===== src/rtl/flag_clear_pkg.sv =====
package flag_clear_pkg;
  localparam int FLAG_W  = 9;
  localparam int B_CF    = 0;
  localparam int B_PF    = 1;
  localparam int B_AF    = 2;
  localparam int B_ZF    = 3;
  localparam int B_SF    = 4;
  localparam int B_DF    = 5;
  localparam int B_OF    = 6;
  localparam int B_IF    = 7;
  localparam int B_VIF   = 8;

  typedef enum logic [1:0] {
    OPK_NONE = 2'd0,
    OPK_CLC  = 2'd1,
    OPK_CLD  = 2'd2,
    OPK_CLI  = 2'd3
  } op_kind_e;

  typedef enum logic [1:0] {
    ACT_CLR_IF  = 2'd0,
    ACT_CLR_VIF = 2'd1,
    ACT_GP      = 2'd2
  } cli_act_e;

  function automatic logic [FLAG_W-1:0] bit_mask(input int idx);
    logic [FLAG_W-1:0] m;
    m = '0;
    m[idx] = 1'b1;
    return m;
  endfunction
endpackage


===== src/rtl/fcu_decode.sv =====
module fcu_decode
  import flag_clear_pkg::*;
#(
  parameter logic [7:0] OPC_CLC = 8'hF8,
  parameter logic [7:0] OPC_CLD = 8'hFC,
  parameter logic [7:0] OPC_CLI = 8'hFA
) (
  input  logic       valid,
  input  logic [7:0] opcode,
  input  logic       lock_pfx,
  output op_kind_e   kind,
  output logic       ud_evt
);
  always_comb begin
    kind = OPK_NONE;
    if (valid) begin
      if (opcode == OPC_CLC)      kind = OPK_CLC;
      else if (opcode == OPC_CLD) kind = OPK_CLD;
      else if (opcode == OPC_CLI) kind = OPK_CLI;
    end
  end

  assign ud_evt = (kind != OPK_NONE) && lock_pfx;
endmodule


===== src/rtl/fcu_priv.sv =====
module fcu_priv
  import flag_clear_pkg::*;
#(
  parameter int PL_W = 2
) (
  input  logic            pe,
  input  logic            vm,
  input  logic            vme,
  input  logic            pvi,
  input  logic [PL_W-1:0] cpl,
  input  logic [PL_W-1:0] iopl,
  output cli_act_e        act
);
  localparam logic [PL_W-1:0] PL_LEAST = '1;

  function automatic cli_act_e decide(
    input logic pe_i, input logic vm_i, input logic vme_i, input logic pvi_i,
    input logic [PL_W-1:0] cpl_i, input logic [PL_W-1:0] iopl_i);
    cli_act_e r;
    if (!pe_i) begin
      r = ACT_CLR_IF;
    end else if (!vm_i) begin
      if (iopl_i >= cpl_i)                      r = ACT_CLR_IF;
      else if ((cpl_i == PL_LEAST) && pvi_i)    r = ACT_CLR_VIF;
      else                                      r = ACT_GP;
    end else begin
      if (iopl_i == PL_LEAST)                   r = ACT_CLR_IF;
      else if (vme_i)                           r = ACT_CLR_VIF;
      else                                      r = ACT_GP;
    end
    return r;
  endfunction

  assign act = decide(pe, vm, vme, pvi, cpl, iopl);
endmodule


===== src/rtl/fcu_flags_reg.sv =====
module fcu_flags_reg
  import flag_clear_pkg::*;
(
  input  logic              clk,
  input  logic              rst,
  input  logic              load_en,
  input  logic [FLAG_W-1:0] load_val,
  input  logic [FLAG_W-1:0] clr_mask,
  output logic [FLAG_W-1:0] q
);
  for (genvar i = 0; i < FLAG_W; i++) begin : g_bit
    always_ff @(posedge clk) begin
      if (rst)              q[i] <= 1'b0;
      else if (load_en)     q[i] <= load_val[i];
      else if (clr_mask[i]) q[i] <= 1'b0;
    end
  end
endmodule


===== src/rtl/flag_clear_unit.sv =====
module flag_clear_unit
  import flag_clear_pkg::*;
#(
  parameter int         PL_W    = 2,
  parameter logic [7:0] OPC_CLC = 8'hF8,
  parameter logic [7:0] OPC_CLD = 8'hFC,
  parameter logic [7:0] OPC_CLI = 8'hFA
) (
  input  logic              clk,
  input  logic              rst,
  input  logic              op_valid,
  input  logic [7:0]        opcode,
  input  logic              lock_pfx,
  input  logic              pe,
  input  logic              vm,
  input  logic              vme,
  input  logic              pvi,
  input  logic [PL_W-1:0]   cpl,
  input  logic [PL_W-1:0]   iopl,
  input  logic              load_en,
  input  logic [FLAG_W-1:0] load_flags,
  output logic [FLAG_W-1:0] flags_q,
  output logic              gp_fault,
  output logic              ud_fault
);
  op_kind_e          kind;
  cli_act_e          act;
  logic              ud_evt;
  logic              gp_evt;
  logic [FLAG_W-1:0] clr_mask;

  fcu_decode #(.OPC_CLC(OPC_CLC), .OPC_CLD(OPC_CLD), .OPC_CLI(OPC_CLI)) u_dec (
    .valid(op_valid), .opcode(opcode), .lock_pfx(lock_pfx),
    .kind(kind), .ud_evt(ud_evt)
  );

  fcu_priv #(.PL_W(PL_W)) u_priv (
    .pe(pe), .vm(vm), .vme(vme), .pvi(pvi), .cpl(cpl), .iopl(iopl), .act(act)
  );

  assign gp_evt = (kind == OPK_CLI) && !lock_pfx && (act == ACT_GP);

  always_comb begin
    clr_mask = '0;
    if (!ud_evt) begin
      unique case (kind)
        OPK_CLC: clr_mask = bit_mask(B_CF);
        OPK_CLD: clr_mask = bit_mask(B_DF);
        OPK_CLI: begin
          if (act == ACT_CLR_IF)       clr_mask = bit_mask(B_IF);
          else if (act == ACT_CLR_VIF) clr_mask = bit_mask(B_VIF);
        end
        default: clr_mask = '0;
      endcase
    end
  end

  fcu_flags_reg u_reg (
    .clk(clk), .rst(rst), .load_en(load_en), .load_val(load_flags),
    .clr_mask(clr_mask), .q(flags_q)
  );

  always_ff @(posedge clk) begin
    if (rst) begin
      gp_fault <= 1'b0;
      ud_fault <= 1'b0;
    end else begin
      gp_fault <= gp_evt;
      ud_fault <= ud_evt;
    end
  end
endmodule


===== config.mk =====
export PLATFORM = sky130hd
export DESIGN_NAME = flag_clear_unit
export DESIGN_NICKNAME = d
export VERILOG_FILES = /design/src/rtl/flag_clear_pkg.sv /design/src/rtl/fcu_decode.sv /design/src/rtl/fcu_priv.sv /design/src/rtl/fcu_flags_reg.sv /design/src/rtl/flag_clear_unit.sv
export SDC_FILE = /design/constraint.sdc
export NUM_CORES = 1
export LEC_CHECK = 0
export ABC_AREA = 0
export CAP_MARGIN = 30
export CORE_UTILIZATION = 35
export CTS_BUF_LIST = sky130_fd_sc_hd__clkbuf_16
export CTS_CLUSTER_DIAMETER = 80
export DETAILED_ROUTE_END_ITERATION = 10
export PLACE_DENSITY = 0.93
export SLEW_MARGIN = 5
export SYNTH_ARGS = -nofsm -noshare
export SYNTH_HDL_FRONTEND = slang
export SYNTH_SLANG_ARGS = --single-unit

===== constraint.sdc =====
create_clock -name clk -period 2.4 [get_ports clk]
set_clock_uncertainty 0.05 [all_clocks]
set_input_delay 0.48 -clock clk [delete_from_list [all_inputs] [get_ports clk]]
set_output_delay 0.48 -clock clk [all_outputs]
set_load 0.005 [all_outputs]

==> impl_summary.txt <==
----------------------------------------------------
[Critical path]
  Combined buffer and inverter count along the critical path ... 2
  Worst-path cell with the longest stage delay ... clkdlybuf4s50_1
  Critical Setup Path Class ... in -> reg
  Worst path arrival time ... 2.16 ns
  Setup crit end kind ... flip-flop
  Startpoint type of the worst setup path ... input port
  CP Cell Sequence ... clkdlybuf4s50_1 > inv_1 > ha_1 > nand2b_4 > a2111oi_4 > a22o_2 > o221ai_2
  Max stage delay on crit path ... 0.50 ns
  Required @ worst endpoint ... 2.47 ns
  Family of cells with the greatest summed delay on the critical path ... compound AO/OA/AOI/OAI gates
  Crit path max fanout ... 3

[Final layout]
  Share of final-layout standard cells stronger than drive strength 1 ... 9.80%
  Antenna diode count ... 0
  Most common cell after layout, fill and taps aside ... clkdlybuf4s50_1
  Finished Core Util ... 70.3%
  Relative area change from synthesis to final layout ... 88.8%
  Number of nets in the final layout ... 135
  Filler cell count ... 127
  Commonest cells after routing, fill and taps aside ... 40 x clkdlybuf4s50_1, 11 x dfxtp_1, 7 x inv_1, 7 x nand2_1, 6 x nor2_1

[Clock tree]
  Count of clock tree sinks ... 11
  Post-CTS Hold Buffers ... 0
  Largest buffer count on any clock path ... 2
  Number of gates given a new drive strength after cts ... 0
  Clock edge transition at the registers on the reported setup and hold paths ... 0.04 ns
  Setup bufs post-CTS ... 0
  Total CTS buffers ... 3
  Cell chosen for the clock root ... clkbuf_16
  Skew-Pair Late Insertion Delay ... 0.23 ns
  Clock tree from TritonCTS ... built
  CTS H-tree lvls ... 1

[Job]
  Max Cap Violations ... 0

[Die]
  Placement row count ... 14
  Number of placed I/O pins ... 41
  Core region area ... 1510 sq um
  Horizontal extent of the die ... 42.0 microns
  Starting utilization of the core area ... 37.2%
  Die Y-Extent ... 42.0 microns
  Die Footprint ... 1770 sq um

[STA]
  Count of endpoints failing hold in the final timing report ... 0
  Tcrit/Tclk final ... 87.0%
  Number of slew-limit violations in the final report ... 0
  Worst rel slew slack ... 66.4%
  Final Critical Period ... 2.09 ns
  RSZ-0062 raised after global routing ... false
  Highest clock rate ... 479 MHz
  Final-report setup violation count ... 0
  Actual slew at the worst max-slew pin ... 0.502 ns
  Aggregate negative setup slack ... 0 ns

[Logic synthesis]
  Cell taking the most area after synthesis ... dfxtp_1
  Yosys top cell area share ... 39.3%
  FF+latch count, synth ... 11
  Dominant synthesized flop cell ... dfxtp_1
  Post-synthesis cell area ... 561 sq um
  Cells taking the most area after synthesis ... dfxtp_1 39%, mux2i_1 8.9%, a2111oi_4 4.9%
  Total of warnings raised by yosys ... 0
  Proportion of synthesized chip area in sequential cells ... 39.3%
  Syn avg cell area ... 9.50 sq um
  Post-synth net total ... 91
  Number of enable-type register cells in the synthesized netlist ... 0
  Syn Inst Count ... 59
  FFs w/ async S/R, synth ... 0%
  Number of distinct library cell variants in the gate-level netlist after synthesis ... 24

[Hold path]
  Worst min path class ... reg -> reg

[Global routing]
  Maximum number of pins on one net before global-route repair ... 12
  Grt total ovfl ... 0
  Number of global-route vias before repair ... 628
  Antenna violations before repair ... 0
  Global-route wire length before repair ... 2660 microns
  Total global-route track usage ... 20.8%

[Drt]
  Antenna-violating nets left ... 0
  Routed wire per std cell ... 13.0 microns
  Via density per instance ... 5.17
  Detailed Route WL ... 1530 microns
  Number of iterations in the first detailed-routing pass ... 4
  Detailed-route DRC error count ... 0
  Vias after detailed routing ... 610
  Number of DRC violations after detailed-routing iteration 0 ... 9

[Pwr]
  Total power density per cell area ... 575 nW/um^2
  Leakage power total ... 0.431 nW
  Worst VDD drop ... 0.341 mV

[Place]
  Weighted congestion reported at the end of routability-driven placement ... 0.714
  Quantity of I/O buffers inserted on ports ... 40

[Run status]
  Run status ... complete, no violations

----------------------------------------------------
## worst paths after layout
path	from	to	slack [ns]	cells after the start
setup / recovery	iopl[0]	u_reg.q[8]	0.31	7
hold / removal	u_reg.q[1]	u_reg.q[1]	0.44	2
setup reg to reg	u_reg.q[8]	u_reg.q[8]	1.52	3
hold reg to reg	u_reg.q[1]	u_reg.q[1]	0.44	2
## tightest hold or removal path, delay by kind of cell (launching register included)
| family | cells | cell delay [ns] |
|---|---|---|
| AND/OR/NAND/NOR | 1 | 0.07 |
| flip-flops | 1 | 0.31 |
| multiplexers | 1 | 0.07 |
## cell usage after synthesis (all sizes together), types with 2 or more instances
library cell  count
a21oi             4
inv               7
a2111oi           2
mux2i             5
dfxtp            11
o311ai            3
nand2             7
nor2              6
ha                2
## metal layers
metal  track usage (%)  vias to the layer above  wire length (microns)
met5                 0                        -                      0
met4              8.75                        0                     27
met3              10.8                        4                    113
met2              36.3                       22                    801
met1              20.5                      284                    588
li1                  -                      300                      -
## area by class of cell
type                    count  area (sq um)  share of cell area, %
flip-flops and latches     11           220                   20.8
repair buffers             41           408                   38.5
inverters                   7          26.3                   2.48
clock buffers               3          75.1                   7.09
clock inverters             1          3.75                  0.355
well taps                  16          20.0                   1.89
multi-input cells          39           305                   28.8
## power by group
part	total, W	internal, W	switching (W)	leakage, nW
logic	0.000114	0.0000763	0.0000374	0.298
clock network	0.000298	0.000218	0.0000795	0.0423
registers	0.000197	0.000193	0.00000462	0.0904
## state kept, by name, indices dropped and copies added, names as in the netlist
| register | flops |
|---|---|
| ud_fault | 1 |
| u_reg.q | 9 |
| gp_fault | 1 |
## cell families after synthesis
family                   Yosys count  share of synthesized area, %
buffers and inverters              9                          6.25
adder cells (fa/ha/maj)            2                          4.46
AO/OA/AOI/OAI                     11                          19.9
flip-flops                        11                          39.3
multiplexers                       5                          8.93
AND/OR/NAND/NOR                   21                          21.2
## metrics by stage
| stage | hold WS [ns] | setup slack, ns | cells | total power (W) | cell area [sq um] |
|---|---|---|---|---|---|
| final | 0.441 | 0.311 | 118 | 0.000609 | 1060 |
| after global routing | 0.476 | 0.223 | 118 | 0.000636 | 1060 |
| after CTS | 0.446 | 0.307 | 118 | 0.000614 | 1060 |
| after detailed placement | 0.437 | 0.0631 | 114 | 0.000314 | 980 |
| after global placement | 0.420 | 0.123 | 114 | 0.000310 | 980 |
| after floorplan | 0.432 | 0.665 | 59 | 0.000238 | 561 |
(Power assumes the default switching activity.)
